==> config.mk <==
export PLATFORM = sky130hd
export DESIGN_NAME = cardBusMaster
export DESIGN_NICKNAME = d
export VERILOG_FILES = /design/src/rtl/cbmPkg.sv /design/src/rtl/cbmCtrl.sv /design/src/rtl/cbmData.sv /design/src/rtl/cardBusMaster.sv
export SDC_FILE = /design/constraint.sdc
export NUM_CORES = 1
export LEC_CHECK = 0
export ABC_CLOCK_PERIOD_IN_PS = 2200
export CAP_MARGIN = 20
export CORE_MARGIN = 4
export CORE_UTILIZATION = 40
export CTS_CLUSTER_SIZE = 14
export DETAILED_ROUTE_END_ITERATION = 8
export GPL_ROUTABILITY_DRIVEN = 0
export PLACE_DENSITY = 0.71
export SYNTH_ARGS = -nofsm -noshare
export SYNTH_HDL_FRONTEND = slang
export SYNTH_SLANG_ARGS = --single-unit
==> constraint.sdc <==
create_clock -name clk -period 2.2 [get_ports clk]
set_input_delay 0.55 -clock clk [delete_from_list [all_inputs] [get_ports clk]]
set_output_delay 0.55 -clock clk [all_outputs]
set_load 0.05 [all_outputs]
==> src/rtl/cbmPkg.sv <==
package cbmPkg;
  typedef enum logic [3:0] {
    S_IDLE, S_ARB, S_REQ1, S_REQ2, S_PARK, S_RARB, S_RESUME, S_DATA, S_DONE
  } cbmState_t;

  typedef struct packed {
    logic load;      // capture CPU request fields
    logic drive;     // block owns the bus phase (chip select allowed)
    logic dataBeat;  // current clock is a data beat
    logic beatHi;    // data beat is the upper half
  } cbmStrobe_t;
endpackage

==> src/rtl/cbmCtrl.sv <==
module cbmCtrl
  import cbmPkg::*;
(
  input  logic       clk,
  input  logic       rstN,
  input  logic       cpuReq,
  input  logic       busGnt,
  input  logic       cardReady,
  input  logic       isWord,
  output cbmStrobe_t strobe,
  output logic       busReq,
  output logic       cpuDone,
  output cbmState_t  state
);
  cbmState_t nextState;
  logic      beatQ;

  always_comb begin
    nextState = state;
    unique case (state)
      S_IDLE:   if (cpuReq) nextState = S_ARB;
      S_ARB:    if (busGnt) nextState = S_REQ1;
      S_REQ1:   nextState = S_REQ2;
      S_REQ2:   nextState = cardReady ? S_DATA : S_PARK;
      S_PARK:   if (cardReady) nextState = S_RARB;
      S_RARB:   if (busGnt) nextState = S_RESUME;
      S_RESUME: nextState = S_DATA;
      S_DATA:   nextState = (isWord && !beatQ) ? S_DATA : S_DONE;
      S_DONE:   nextState = S_IDLE;
      default:  nextState = S_IDLE;
    endcase
  end

  always_ff @(posedge clk) begin
    if (!rstN) begin
      state <= S_IDLE;
      beatQ <= 1'b0;
    end else begin
      state <= nextState;
      if (state != S_DATA) beatQ <= 1'b0;
      else if (isWord && !beatQ) beatQ <= 1'b1;
    end
  end

  always_comb begin
    strobe.load     = (state == S_IDLE) && cpuReq;
    strobe.drive    = state inside {S_REQ1, S_REQ2, S_RESUME, S_DATA};
    strobe.dataBeat = (state == S_DATA);
    strobe.beatHi   = beatQ;
    busReq  = state inside {S_ARB, S_REQ1, S_REQ2, S_RARB, S_RESUME, S_DATA};
    cpuDone = (state == S_DONE);
  end
endmodule

==> src/rtl/cbmData.sv <==
module cbmData
  import cbmPkg::*;
#(
  parameter int AW     = 12,
  parameter int BW     = 8,
  parameter int NUM_CS = 2,
  localparam int DW    = 2 * BW,
  localparam int SELW  = (NUM_CS > 1) ? $clog2(NUM_CS) : 1
) (
  input  logic              clk,
  input  logic              rstN,
  input  cbmStrobe_t        strobe,
  input  logic              busGnt,
  input  logic              cpuWrite,
  input  logic              cpuWord,
  input  logic [SELW-1:0]   cpuSel,
  input  logic [AW-1:0]     cpuAddr,
  input  logic [DW-1:0]     cpuWdata,
  input  logic [BW-1:0]     busRdata,
  output logic              isWord,
  output logic [NUM_CS-1:0] cardCs,
  output logic [AW-1:0]     busAddr,
  output logic              busWe,
  output logic [BW-1:0]     busWdata,
  output logic [DW-1:0]     cpuRdata
);
  logic [AW-1:0]   addrQ;
  logic [SELW-1:0] selQ;
  logic            writeQ, wordQ;
  logic [DW-1:0]   wdataQ, rdataQ;
  logic            owned;

  assign owned = strobe.drive && busGnt;

  always_ff @(posedge clk) begin
    if (!rstN) begin
      addrQ  <= '0;
      selQ   <= '0;
      writeQ <= 1'b0;
      wordQ  <= 1'b0;
      wdataQ <= '0;
      rdataQ <= '0;
    end else if (strobe.load) begin
      addrQ  <= cpuAddr;
      selQ   <= cpuSel;
      writeQ <= cpuWrite;
      wordQ  <= cpuWord;
      wdataQ <= cpuWdata;
      rdataQ <= '0;
    end else if (strobe.dataBeat && owned && !writeQ) begin
      if (strobe.beatHi) rdataQ[DW-1:BW] <= busRdata;
      else               rdataQ[BW-1:0]  <= busRdata;
    end
  end

  for (genvar i = 0; i < NUM_CS; i++) begin : g_cs
    assign cardCs[i] = owned && (selQ == SELW'(i));
  end

  assign isWord   = wordQ;
  assign busAddr  = addrQ;
  assign busWe    = owned && writeQ;
  assign busWdata = (strobe.dataBeat && owned && writeQ)
                  ? (strobe.beatHi ? wdataQ[DW-1:BW] : wdataQ[BW-1:0]) : '0;
  assign cpuRdata = rdataQ;
endmodule

==> src/rtl/cardBusMaster.sv <==
module cardBusMaster
  import cbmPkg::*;
#(
  parameter int AW     = 12,
  parameter int BW     = 8,
  parameter int NUM_CS = 2,
  localparam int DW    = 2 * BW,
  localparam int SELW  = (NUM_CS > 1) ? $clog2(NUM_CS) : 1
) (
  input  logic              clk,
  input  logic              rstN,
  input  logic              cpuReq,
  input  logic              cpuWrite,
  input  logic              cpuWord,
  input  logic [SELW-1:0]   cpuSel,
  input  logic [AW-1:0]     cpuAddr,
  input  logic [DW-1:0]     cpuWdata,
  output logic [DW-1:0]     cpuRdata,
  output logic              cpuDone,
  output logic              busReq,
  input  logic              busGnt,
  input  logic              cardReady,
  output logic [NUM_CS-1:0] cardCs,
  output logic [AW-1:0]     busAddr,
  output logic              busWe,
  output logic [BW-1:0]     busWdata,
  input  logic [BW-1:0]     busRdata
);
  cbmStrobe_t strobe;
  cbmState_t  curState;
  logic       isWord;

  cbmCtrl u_ctrl (
    .clk(clk), .rstN(rstN), .cpuReq(cpuReq), .busGnt(busGnt),
    .cardReady(cardReady), .isWord(isWord), .strobe(strobe),
    .busReq(busReq), .cpuDone(cpuDone), .state(curState)
  );

  cbmData #(.AW(AW), .BW(BW), .NUM_CS(NUM_CS)) u_data (
    .clk(clk), .rstN(rstN), .strobe(strobe), .busGnt(busGnt),
    .cpuWrite(cpuWrite), .cpuWord(cpuWord), .cpuSel(cpuSel),
    .cpuAddr(cpuAddr), .cpuWdata(cpuWdata), .busRdata(busRdata),
    .isWord(isWord), .cardCs(cardCs), .busAddr(busAddr), .busWe(busWe),
    .busWdata(busWdata), .cpuRdata(cpuRdata)
  );
endmodule

== Yosys cells after proc, flatten, opt, wreduce, memory -nomap -nowiden ==
Index checks and enable logic that the tools add are counted.

* Equality and inequality tests: 13
* Bitwise operators: 3
* Mux-type cells: 9
* Reductions and logical operators: 19

{| class="wikitable"
|+ Operators with widths
! kind !! count
|-
| $pmux W4 S8 || 1
|-
| $mux W4 || 5
|-
| $eq A4 B3 Y1 const B || 4
|-
| $mux W8 || 2
|-
| $logic_and A1 B1 Y1 || 9
|-
| $eq A4 B2 Y1 const B || 2
|-
| $ne A2 B2 Y1 const B || 4
|-
| $reduce_bool A6 Y1 || 1
|-
| $eq A4 B1 Y1 const B || 1
|-
| $eq A4 B4 Y1 const B || 1
|-
| $logic_not A4 Y1 || 1
|-
| $ne A4 B3 Y1 const B || 1
|-
| $reduce_and A2 Y1 || 2
|-
| $reduce_and A4 Y1 || 1
|-
| $reduce_bool A4 Y1 || 1
|-
| $reduce_or A2 Y1 || 2
|-
| $not A1 Y1 || 3
|-
| $logic_not A1 Y1 || 2
|-
| $mux W2 || 1
|}

* Output and inout port bits: 41
* Flip-flop bits (word level): 52
* Input bits: 44

== Depth between registers and ports, before layout ==
* Depth after elaboration: 6
* Mapped depth: 7
* Depth with buffers taken out: 4

== Cells and area by module ==
From an unflattened synthesis, not the netlist that was laid out.

* Cell total of the unflattened synthesis: 218
* Area total of the unflattened synthesis: 2195.9 um^2

{| class="wikitable"
|+ Modules (own cells, without submodules)
! module !! cells an instance !! area an instance (um^2) !! instances !! sequential area each (um^2)
|-
| cbmData || 186 || 1935.6 || 1 || 940.9
|-
| cbmCtrl || 32 || 260.2 || 1 || 100.1
|}

== Least setup slack after synthesis ==
OpenSTA, ideal clock, no wires.

* Path kind: input to output
* Start: input busGnt
* End: output busWdata[0]
* Stages on the path: 3
* Data arrival time: 1.786 ns
* Path buffers: 0
* Setup slack: -0.136 ns
* Required time: 1.650 ns
* Path through: nor2b_1 nand3_1 nor2_1

* Cells in the longest elaborated chain, start to end: 4

{| class="wikitable"
|+ RTL lines
! item !! RTL line !! RTL
|-
| start: declaration || cardBusMaster.sv:21 || <nowiki>input logic busGnt,</nowiki>
|-
| $logic_and A1 B1 Y1 || cbmData.sv:33 || <nowiki>assign owned = strobe.drive && busGnt;</nowiki>
|-
| $logic_and A1 B1 Y1 (2 in series) || cbmData.sv:63 || <nowiki>assign busWdata = (strobe.dataBeat && owned && writeQ)</nowiki>
|-
| $mux W8 || cbmData.sv:64 || <nowiki>? (strobe.beatHi ? wdataQ[DW-1:BW] : wdataQ[BW-1:0]) : '0;</nowiki>
|-
| end: declaration || cardBusMaster.sv:26 || <nowiki>output logic [BW-1:0] busWdata,</nowiki>
|}

No other way between the ends.

== Worst setup path in the final report ==
* Start: register u_ctrl.state[2]
* End: output busWdata[3]

* Cells in the longest elaborated chain, start to end: 6
* Elaborated cells between the ends (all ways): 9
* Classes of those cells: eq/ne (4); mux (1); reduce/logical (4)

{| class="wikitable"
|+ RTL lines
! item !! RTL line !! RTL
|-
| start: declaration || cbmCtrl.sv:13 || <nowiki>output cbmState_t state</nowiki>
|-
| start signal: assignment || cbmCtrl.sv:39 || <nowiki>state <= nextState;</nowiki>
|-
| $eq A4 B2 Y1, or another cell as far along || cbmCtrl.sv:47 || <nowiki>strobe.drive = state inside {S_REQ1, S_REQ2, S_RESUME, S_DATA};</nowiki>
|-
| $reduce_bool A4 Y1 || cbmCtrl.sv:47 ||
|-
| $logic_and A1 B1 Y1 || cbmData.sv:33 ||
|-
| $logic_and A1 B1 Y1 (*) (2 in series) || cbmData.sv:63 ||
|-
| $mux W8 (*) || cbmData.sv:64 ||
|}

Mark *: on every way between the ends. The rest lies on a longest branch, timed or not.

==> summary.txt <==
Floorplanning
  – I/O pin count: 85
  – Vert. Die Dim: between 80 and 90 um
  – Initial Utilization: 0.414
  – Row count: 27
  – CORE AREA: 5540 sq um
  – Die width: 83.7 um
  – Die area: 7010 sq um

Synthesis
  – Most instantiated cells after synthesis: nand2_1, dfxtp_1, nor2_1, mux2i_1, a21boi_2
  – EDFF count, synth: 0
  – Async S/R FF share, synth: 0
  – Count leader, synth: nand2_1
  – Area fraction of the dominant cell type after synthesis: 0.454
  – Post-synthesis cell area: 2290 sq um
  – Main synth FF type: dfxtp_1
  – Largest cells by area after synthesis: dfxtp_1, mux2i_1, a21boi_2, nand2_1, nor2_1
  – Yosys reg bits: 52
  – Synth unique cells: 28
  – Cell taking the most area after synthesis: dfxtp_1
  – Ys Warns: 0
  – Synthesized instance count: approximately 250
  – Sequential-to-total area share from yosys stat: 0.454
  – Mapped Nets: 291
  – Mapped Avg Cell Area: roughly 9.3 sq um

CTS
  – Cts bufs inserted: 5
  – Clock Latency Late Sink: 0.30 ns
  – CTS H-tree lvls: 2
  – Clk buf depth: 2
  – Hold buffers post-CTS: 0
  – Clk root buf: clkbuf_8
  – CTS tree: built
  – Postcts setup bufs: 0
  – Sink Count: 52
  – Clock Pin Slew Worst Setup and Hold Paths: ~0.09 ns

Power and ir drop
  – Pleak: 1.35 nW
  – Power Density: 805 nW/um^2
  – Maximum VDD drop: between 400 and 500 uV
  – Total power: 0.00283 W

Timing
  – Final min period: 2.08 ns
  – Period Utilization, post-route: 0.944
  – Max-slew headroom: 0.636
  – Clk_skew: 0.00508 ns
  – Worst Tran Pin Value: around 0.54 ns
  – Final setup fails: 0
  – Hold WS: 0.457 ns
  – Final hold violations: 0
  – Fmax: just under 500 MHz
  – Final Max Tran Viols: 0
  – RSZ-0062 raised after global routing: no
  – TNS Setup: 0 ns

Detailed routing
  – DRC errors left: 0
  – Initial DRC count: 63
  – Avg WL per Cell: 13.3 um
  – Pre-Repair DR Iteration Count: 4
  – Via/cell ratio: 4.80
  – Vias: 1,954
  – Drt total wl: 5410 um
  – Routed Antenna Nets: 0

Worst setup path
  – RR Startpoint: u_ctrl.state[0]
  – CP arrival: 1.53 ns
  – R2R depth: 5
  – Crit Path Category: register to output pin
  – Worst R2R Setup Slack: 0.67 ns
  – Worst Setup End Kind: output pin
  – Slowest stage delay, CP: approximately 0.40 ns
  – CP cell instances: and3_1 > nand3_2 > buf_12 > nor2_4 > buf_12
  – Buf/Inv on CP: 2
  – CP startpoint kind: register
  – Cell mode on critical path: buf_12
  – Critical R2R Capture: u_data.cpuRdata[3]
  – CP Max Fanout: 8
  – Crit-path slowest cell: dfxtp_2
  – Family with the most delay on the worst path: simple AND/OR/NAND/NOR gates
  – Worst Path Required: 1.65 ns

Worst hold path
  – HP Class: register to register
  – Worst Hold Depth: 2
  – Min-Delay Startpoint: u_data.wdataQ[7]
  – Hold path endpoint: u_data.wdataQ[7]

Global routing
  – Global-route wire length before repair: 9040 um
  – Overall routing resource usage: 0.156
  – Grt total ovfl: 0
  – Vias in the first global route: 1,904
  – Number of antenna violations at the first check in global routing: 0
  – Largest net degree at the start of global routing: 32

Layout
  – Layout Cells excl Fill: a little over 400
  – Post-layout net count: 378
  – Area of the multi-input gates: approximately 1200 sq um
  – Area delta synth->final: 53.2%
  – ANT cells: 0
  – Share of layout cells above drive strength 1: 0.227
  – Register area: 1040 sq um
  – Number of fill cells: ~470

Placed design
  – Hpwl dp: 3970 um
  – Port bufs: between 80 and 90
  – Placed Cells: 399

Run
  – Max Cap Viol: 0

Run status
  – Status: finished clean
-- routing by layer --
metal  track usage  routed length (um)  up-vias
met1         0.194                2440      905
met3        0.0454                 335        2
li1              -                   -      989
met2         0.263                2600       58
met5             0                   0        -
met4        0.0424                  38        0
-- cell usage in the layout, fill, tap and decap left out --
master,instances
a211oi_1,1
a21boi_0,1
a21boi_1,10
a21boi_2,20
a31oi_1,1
and2_1,1
and3_1,4
buf_12,15
buf_4,9
clkbuf_8,5
clkdlybuf4s50_1,70
clkinv_4,1
clkinvlp_4,2
dfxtp_1,51
dfxtp_2,1
dlygate4sd2_1,1
inv_1,3
mux2_2,1
mux2i_1,25
nand2_1,57
nand2_2,10
nand2b_1,2
nand3_1,1
nand3_2,2
nand4b_1,1
nor2_1,22
nor2_4,8
nor2b_1,1
nor2b_4,1
nor3_1,4
nor4_4,1
o31a_1,1
o32ai_1,2
-- layout make-up --
class	count	area share
multi-input combinational	177	0.341
sequential	52	0.297
clock buffer	5	0.0196
clock inverter	3	0.00677
timing repair buffer	95	0.307
tap	72	0.0257
inverter	3	0.00321
-- cell families (layout without fill, tap and decap cells) --
logic type	after synthesis	in the layout	share of synthesized area
AOI/OAI and AO/OA	36	36	0.152
buffers and inverters	18	106	0.0551
DFF	52	52	0.454
muxes	26	26	0.114
and+or+nand+nor	115	115	0.225
-- tightest hold or removal path: stages, from the launching register on --
cell and delay [ns]:
dfxtp_1 0.32, nand2_1 0.05, a21boi_1 0.05
-- repair_timing --
action,in CTS,in global routing
gates resized for setup,23,1
pin swaps,8,0
endpoints found under the hold margin,0,0
endpoints found under the setup margin,11,8
-- state kept, by name, summed over array words and instances (netlist names) --
signal / cells
u_ctrl.beatQ: 1
u_data.cpuRdata: 16
u_data.wdataQ: 16
u_data.selQ: 1
u_data.isWord: 1
u_data.busAddr: 12
u_ctrl.state: 4
u_data.writeQ: 1
-- report_power, final --
| part | switching (W) | total [W] | internal, W |
|---|---|---|---|
| Clock | 0.000322 | 0.000547 | 0.000226 |
| Combinational | 0.000670 | 0.00114 | 0.000471 |
| Sequential | 0.0000690 | 0.00114 | 0.00107 |
-- per-stage QoR --
step / instance area, sq um / util / worst slack, ns
after detailed placement: 3330 / 0.602 / -0.190
after global placement: 3330 / 0.602 / -0.191
after global routing: 3510 / 0.634 / 0.0510
after floorplan: 2290 / - / -0.136
after CTS: 3510 / 0.633 / 0.0434
final: 3510 / 0.634 / 0.124
-- worst max path at each step --
stage	cells after the start	end	slack (ns)	from
floorplan	3	busWdata[0]	-0.14	busGnt
global placement	6	busWdata[7]	-0.19	busGnt
detailed placement	6	busWdata[0]	-0.19	busGnt
CTS	5	busWdata[0]	0.04	u_ctrl.state[2]
global route	5	busWdata[3]	0.05	u_ctrl.state[2]
finish	5	busWdata[3]	0.12	u_ctrl.state[2]
Power figures use the tool's default switching activity.
